File: src/rtl/mtm_pkg.sv
package mtm_pkg;
  localparam int ADDR_W = 6;
  localparam logic [ADDR_W-1:0] OFS_RUN    = 6'h00;
  localparam logic [ADDR_W-1:0] OFS_SETUP  = 6'h04;
  localparam logic [ADDR_W-1:0] OFS_CNT_LO = 6'h08;
  localparam logic [ADDR_W-1:0] OFS_CNT_HI = 6'h0C;
  localparam logic [ADDR_W-1:0] OFS_CMP_LO = 6'h10;
  localparam logic [ADDR_W-1:0] OFS_CMP_HI = 6'h14;
  localparam logic [ADDR_W-1:0] OFS_IE     = 6'h18;
  localparam logic [ADDR_W-1:0] OFS_STAT   = 6'h1C;
  localparam logic [ADDR_W-1:0] OFS_TEST   = 6'h20;
  localparam int NUM_REGS = 9;

  // count plus zero-extended step, full width
  function automatic logic [63:0] mtm_advance(input logic [63:0] cnt, input logic [7:0] step);
    return cnt + {56'd0, step};
  endfunction

  // prescaler wrap condition
  function automatic logic mtm_wraps(input logic [11:0] cur, input logic [11:0] lim);
    return cur >= lim;
  endfunction
endpackage

File: src/rtl/mtm_prescaler.sv
module mtm_prescaler #(
  parameter int PRE_W = 12
) (
  input  logic             clk_i,
  input  logic             rst_ni,
  input  logic             run_i,
  input  logic [PRE_W-1:0] limit_i,
  output logic             tick_o
);
  logic [PRE_W-1:0] div_q;

  assign tick_o = run_i && (div_q >= limit_i);

  always_ff @(posedge clk_i or negedge rst_ni) begin
    if (!rst_ni)     div_q <= '0;
    else if (run_i)  div_q <= tick_o ? '0 : div_q + 1'b1;
  end
endmodule

File: src/rtl/mtm_counter.sv
module mtm_counter #(
  parameter int WORD_W = 32,
  parameter int STEP_W = 8
) (
  input  logic                clk_i,
  input  logic                rst_ni,
  input  logic                tick_i,
  input  logic [STEP_W-1:0]   step_i,
  input  logic                lo_we_i,
  input  logic                hi_we_i,
  input  logic [WORD_W-1:0]   wdata_i,
  output logic [2*WORD_W-1:0] count_o
);
  import mtm_pkg::*;
  localparam int CNT_W = 2 * WORD_W;
  logic [CNT_W-1:0] cnt_q;
  logic [CNT_W-1:0] cnt_inc;

  assign cnt_inc = mtm_advance(cnt_q, step_i);
  assign count_o = cnt_q;

  always_ff @(posedge clk_i or negedge rst_ni) begin
    if (!rst_ni) begin
      cnt_q <= '0;
    end else if (lo_we_i || hi_we_i) begin
      if (lo_we_i) cnt_q[WORD_W-1:0]     <= wdata_i;
      if (hi_we_i) cnt_q[CNT_W-1:WORD_W] <= wdata_i;
    end else if (tick_i) begin
      cnt_q <= cnt_inc;
    end
  end
endmodule

File: src/rtl/mtm_irq.sv
module mtm_irq (
  input  logic clk_i,
  input  logic rst_ni,
  input  logic hw_set_i,
  input  logic test_set_i,
  input  logic sw_clr_i,
  input  logic enable_i,
  output logic status_o,
  output logic irq_o
);
  logic stat_q;

  always_ff @(posedge clk_i or negedge rst_ni) begin
    if (!rst_ni) stat_q <= 1'b0;
    else         stat_q <= (stat_q && !sw_clr_i) || hw_set_i || test_set_i;
  end

  assign status_o = stat_q;
  assign irq_o    = stat_q & enable_i;
endmodule

File: src/rtl/mtm_timer.sv
module mtm_timer #(
  parameter int ADDR_W = 6,
  parameter int WORD_W = 32,
  parameter int PRE_W  = 12,
  parameter int STEP_W = 8
) (
  input  logic              clk_i,
  input  logic              rst_ni,
  input  logic [ADDR_W-1:0] reg_addr_i,
  input  logic [WORD_W-1:0] reg_wdata_i,
  input  logic              reg_we_i,
  output logic [WORD_W-1:0] reg_rdata_o,
  output logic              irq_o
);
  import mtm_pkg::*;
  localparam int CNT_W    = 2 * WORD_W;
  localparam int STEP_LSB = 16;

  logic              run_q, ie_q;
  logic [PRE_W-1:0]  limit_q;
  logic [STEP_W-1:0] step_q;
  logic [CNT_W-1:0]  cmp_q;
  logic [CNT_W-1:0]  count;
  logic              tick, match, status;
  logic              cnt_lo_we, cnt_hi_we, test_set, stat_clr;
  logic [NUM_REGS-1:0] hit;
  logic [ADDR_W-1:0]   ofs [NUM_REGS];

  assign ofs[0] = OFS_RUN;    assign ofs[1] = OFS_SETUP;
  assign ofs[2] = OFS_CNT_LO; assign ofs[3] = OFS_CNT_HI;
  assign ofs[4] = OFS_CMP_LO; assign ofs[5] = OFS_CMP_HI;
  assign ofs[6] = OFS_IE;     assign ofs[7] = OFS_STAT;
  assign ofs[8] = OFS_TEST;

  for (genvar g = 0; g < NUM_REGS; g++) begin : g_dec
    assign hit[g] = (reg_addr_i == ofs[g]);
  end

  assign cnt_lo_we = reg_we_i && hit[2];
  assign cnt_hi_we = reg_we_i && hit[3];
  assign test_set  = reg_we_i && hit[8] && reg_wdata_i[0];
  assign stat_clr  = reg_we_i && hit[7] && reg_wdata_i[0];
  assign match     = count >= cmp_q;

  always_ff @(posedge clk_i or negedge rst_ni) begin
    if (!rst_ni) begin
      run_q   <= 1'b0;
      ie_q    <= 1'b0;
      limit_q <= '0;
      step_q  <= STEP_W'(1);
      cmp_q   <= '1;
    end else if (reg_we_i) begin
      if (hit[0]) run_q <= reg_wdata_i[0];
      if (hit[1]) begin
        limit_q <= reg_wdata_i[PRE_W-1:0];
        step_q  <= reg_wdata_i[STEP_LSB +: STEP_W];
      end
      if (hit[4]) cmp_q[WORD_W-1:0]     <= reg_wdata_i;
      if (hit[5]) cmp_q[CNT_W-1:WORD_W] <= reg_wdata_i;
      if (hit[6]) ie_q <= reg_wdata_i[0];
    end
  end

  mtm_prescaler #(.PRE_W(PRE_W)) u_pre (
    .clk_i(clk_i), .rst_ni(rst_ni), .run_i(run_q), .limit_i(limit_q), .tick_o(tick)
  );

  mtm_counter #(.WORD_W(WORD_W), .STEP_W(STEP_W)) u_cnt (
    .clk_i(clk_i), .rst_ni(rst_ni), .tick_i(tick), .step_i(step_q),
    .lo_we_i(cnt_lo_we), .hi_we_i(cnt_hi_we), .wdata_i(reg_wdata_i), .count_o(count)
  );

  mtm_irq u_irq (
    .clk_i(clk_i), .rst_ni(rst_ni), .hw_set_i(match), .test_set_i(test_set),
    .sw_clr_i(stat_clr), .enable_i(ie_q), .status_o(status), .irq_o(irq_o)
  );

  always_comb begin
    reg_rdata_o = '0;
    unique case (1'b1)
      hit[0]: reg_rdata_o[0] = run_q;
      hit[1]: begin
        reg_rdata_o[PRE_W-1:0]          = limit_q;
        reg_rdata_o[STEP_LSB +: STEP_W] = step_q;
      end
      hit[2]: reg_rdata_o = count[WORD_W-1:0];
      hit[3]: reg_rdata_o = count[CNT_W-1:WORD_W];
      hit[4]: reg_rdata_o = cmp_q[WORD_W-1:0];
      hit[5]: reg_rdata_o = cmp_q[CNT_W-1:WORD_W];
      hit[6]: reg_rdata_o[0] = ie_q;
      hit[7]: reg_rdata_o[0] = status;
      hit[8]: reg_rdata_o = '0;
      default: reg_rdata_o = '1;
    endcase
  end
endmodule

File: config.mk
export PLATFORM = sky130hd
export DESIGN_NAME = mtm_timer
export DESIGN_NICKNAME = d
export VERILOG_FILES = /design/src/rtl/mtm_pkg.sv /design/src/rtl/mtm_prescaler.sv /design/src/rtl/mtm_counter.sv /design/src/rtl/mtm_irq.sv /design/src/rtl/mtm_timer.sv
export SDC_FILE = /design/constraint.sdc
export NUM_CORES = 1
export LEC_CHECK = 0
export CORE_UTILIZATION = 30
export DETAILED_ROUTE_END_ITERATION = 16
export PLACE_DENSITY = 0.44
export SLEW_MARGIN = 20
export SYNTH_ARGS = -nofsm -noshare
export SYNTH_HDL_FRONTEND = slang
export SYNTH_HIERARCHICAL = 1
export SYNTH_SLANG_ARGS = --single-unit
File: constraint.sdc
create_clock -name clk_i -period 6.9 [get_ports clk_i]
set_input_delay 1.035 -clock clk_i [delete_from_list [all_inputs] [get_ports clk_i]]
set_output_delay 1.035 -clock clk_i [all_outputs]
set_load 0.01 [all_outputs]
==> metrics.txt <==
Yosys reg bits ~160; Routed Antenna Nets 0; final period utilization 0.716; Synth area leaders dfrtp_1 (22%), dfstp_2 (15%), ha_1 (9.6%); Seq pwr share 0.409; P_int 2.17 mW; vias in the first global route 9,649; Final HPWL DP 30,600 um; NetSw 1.22 mW; Post-CTS Resized 0; mapped cell area 0.0111 mm2; pwr dens 263 mW/mm2; Worst R2R Start limit_q[11]; num rows 70; total number of vias 9,823; largest area contributor in the netlist dfrtp_1; max-cap violation count 0; crit-path max cell delay 0.84 ns; most common cell after layout, fill and taps aside nand2_1; WP data arrival 3.90 ns; Slew Limit Fails 0; CTS root buf clkbuf_16; die height approximately 190 um; largest net degree at the start of global routing 63; register-to-register setup slack around 3.1 ns; wire length per cell about 24 um; DRC errors left 0; Max Clk Rate 0.203 GHz; final setup fails 0; slowest cell on the critical path and3_1; hold endpoint cmp_q[32]; critical path startpoint category primary input; Post-Syn Nets 1,322; Crit. End Element output port; Net Sw Frac 0.361; Area Overhead vs Synth 15.9%; Vias/cell 5.69; Tmin final 4.94 ns; commonest non-fill, non-tap cells in the layout nand2_1 (120), dfrtp_1 (98), inv_1 (92); Routed WL roughly 42,000 um; most used flip-flop cell after synthesis dfrtp_1; Clock Latency Late Sink 0.44 ns; leakage approximately 5.1 nW; gr ovfl total 0; All-Layer GR Usage 0.226; worst min path class flip-flop to flip-flop; post-synthesis cell count 1,195; WS Path Type primary input to output port; share of cells above drive strength 1 0.172; First-pass DRT Iterations 5; Worst Hold Slack 0.498 ns; number of synthesized flops with an enable pin 0; maximum clock path buffer count 2; Comb pwr share 0.281; Tightest Pin Transition 1.11 ns; post-synthesis sequential area ratio 0.374; Placer Congestion 0.903; Distinct cells, synth 79; WP data required around 6 ns; initial antenna violation count 0; Initial Util 0.304; Fin Setup TNS 0 ns; IO Pins 74; worst-path fanout max 18; initial DRC count 716; clock network power share 0.309; hold path startpoint cmp_q[32]; Clock Pin Slew Worst Setup and Hold Paths roughly 0.070 ns; Crit path top cell by count clkdlybuf4s50_1; worst-path cell chain clkdlybuf4s50_1, nor2b_1, and3_1, buf_4, a22oi_1, nand4_1, clkdlybuf4s50_1; R2R depth 10; CTS tree yes; Port Buffer Count 73; Hold Path Depth 2; Design Area, Final between 0.01 and 0.015 mm2; die width approximately 190 um; relative slew slack 0.260; setup ws final 1.96 ns; Sinks on Clock Net 163; RR Endpoint u_cnt/count_o[51]; Antenna diodes 0; Synth Area per Inst 9.30 um2; Warnings, synthesis 6; Post-synth ARST share 1.00; first-pass GRT wire length between 60,000 and 70,000 um; RSZ-0062 raised after global routing false; CTS Hold Bufs 0; share of the synthesized area in the top cell type 0.221; Hold Vio Cnt, Final 0; Clock Skew 0.0114 ns; Placement Setup Slack 1.93 ns; TritonCTS buffer count 17; number of post-CTS setup repair buffers 0; status completed; H-tree Lvls 4; Final #Nets 1,373; Post-DP Area 0.0123 mm2; DIE AREA 0.0378 mm2; Core Area 0.0365 mm2; maximum vdd drop approximately 0.18 mV
## final cells by class
cell class | count | area, um2
Timing Repair Buffer | 85 | 822
Clock inverter | 13 | 183
Clock buffer | 19 | 443
Sequential cell | 163 | 4160
Fill cell | 3779 | 23600
Multi-Input combinational cell | 885 | 6340
Inverter | 94 | 353
Tap cell | 468 | 586
## state kept, by name (all words and copies together) (netlist names)
register / cells
cmp_q: 64
ie_q: 1
limit_q: 12
run_q: 1
step_q: 8
u_cnt/count_o: 64
u_irq/status_o: 1
u_pre/div_q: 12
## worst max-delay path by stage
stage / startpoint / to / cells after the start
after floorplan: reg_addr_i[5] / u_cnt/count_o[33] / 12
after global placement: reg_addr_i[4] / reg_rdata_o[10] / 7
after detailed placement: reg_addr_i[4] / reg_rdata_o[10] / 7
after CTS: reg_addr_i[4] / reg_rdata_o[4] / 7
after global routing: reg_addr_i[4] / reg_rdata_o[3] / 7
final: reg_addr_i[4] / reg_rdata_o[10] / 7
## synthesized netlist by cell type (15+ instances only)
master	count
clkbuf_1	27
o21ai_0	37
a21oi_1	51
xnor2_1	22
and3_1	21
a211oi_1	16
buf_2	15
nand4_1	56
nor2_1	69
a22oi_1	39
dfstp_2	65
dfrtp_1	98
ha_1	85
nor3_1	35
nand2_1	121
nor4_1	28
a21o_1	15
mux2_2	84
nand3_1	42
inv_1	92
## routing by layer
metal	vias to the layer above	share of wire	GRT usage
met3	40	0.056	0.0390
met5	-	0	0
met4	0	0.017	0.0570
met2	330	0.46	0.360
li1	4523	-	-
met1	4930	0.46	0.314
## cells by family after synthesis
group	after synthesis	synth area share
fa+ha+maj	86	0.0975
xor+xnor	36	0.0284
mux	91	0.0920
buf+inv	147	0.0560
flops	163	0.374
simple gates	427	0.196
compound gates	245	0.156
## power groups by stage
| stage | sequential [mW] | clock, mW | combinational [mW] |
|---|---|---|---|
| after global placement | 1.41 | 0 | 0.934 |
| after CTS | 1.38 | 1.07 | 0.952 |
| after global routing | 1.41 | 1.12 | 1.07 |
| final | 1.39 | 1.05 | 0.953 |
| after floorplan | 1.28 | 0 | 0.658 |
| after detailed placement | 1.40 | 0 | 0.944 |
## critical path: cells and delay by family
kind | cells | cell delay, ns
buffers and inverters | 3 | 1.53
AND/OR/NAND/NOR | 3 | 1.22
AO/OA/AOI/OAI | 1 | 0.11
## through the flow
step            util  power (mW)  std cells
2_1_floorplan      -        1.94       1195
6_report       0.353        3.39       1727
3_3_place_gp   0.336        2.34       1695
5_1_grt        0.353        3.59       1727
3_5_place_dp   0.336        2.34       1695
4_1_cts        0.353        3.41       1727
(Power assumes the default switching activity.)
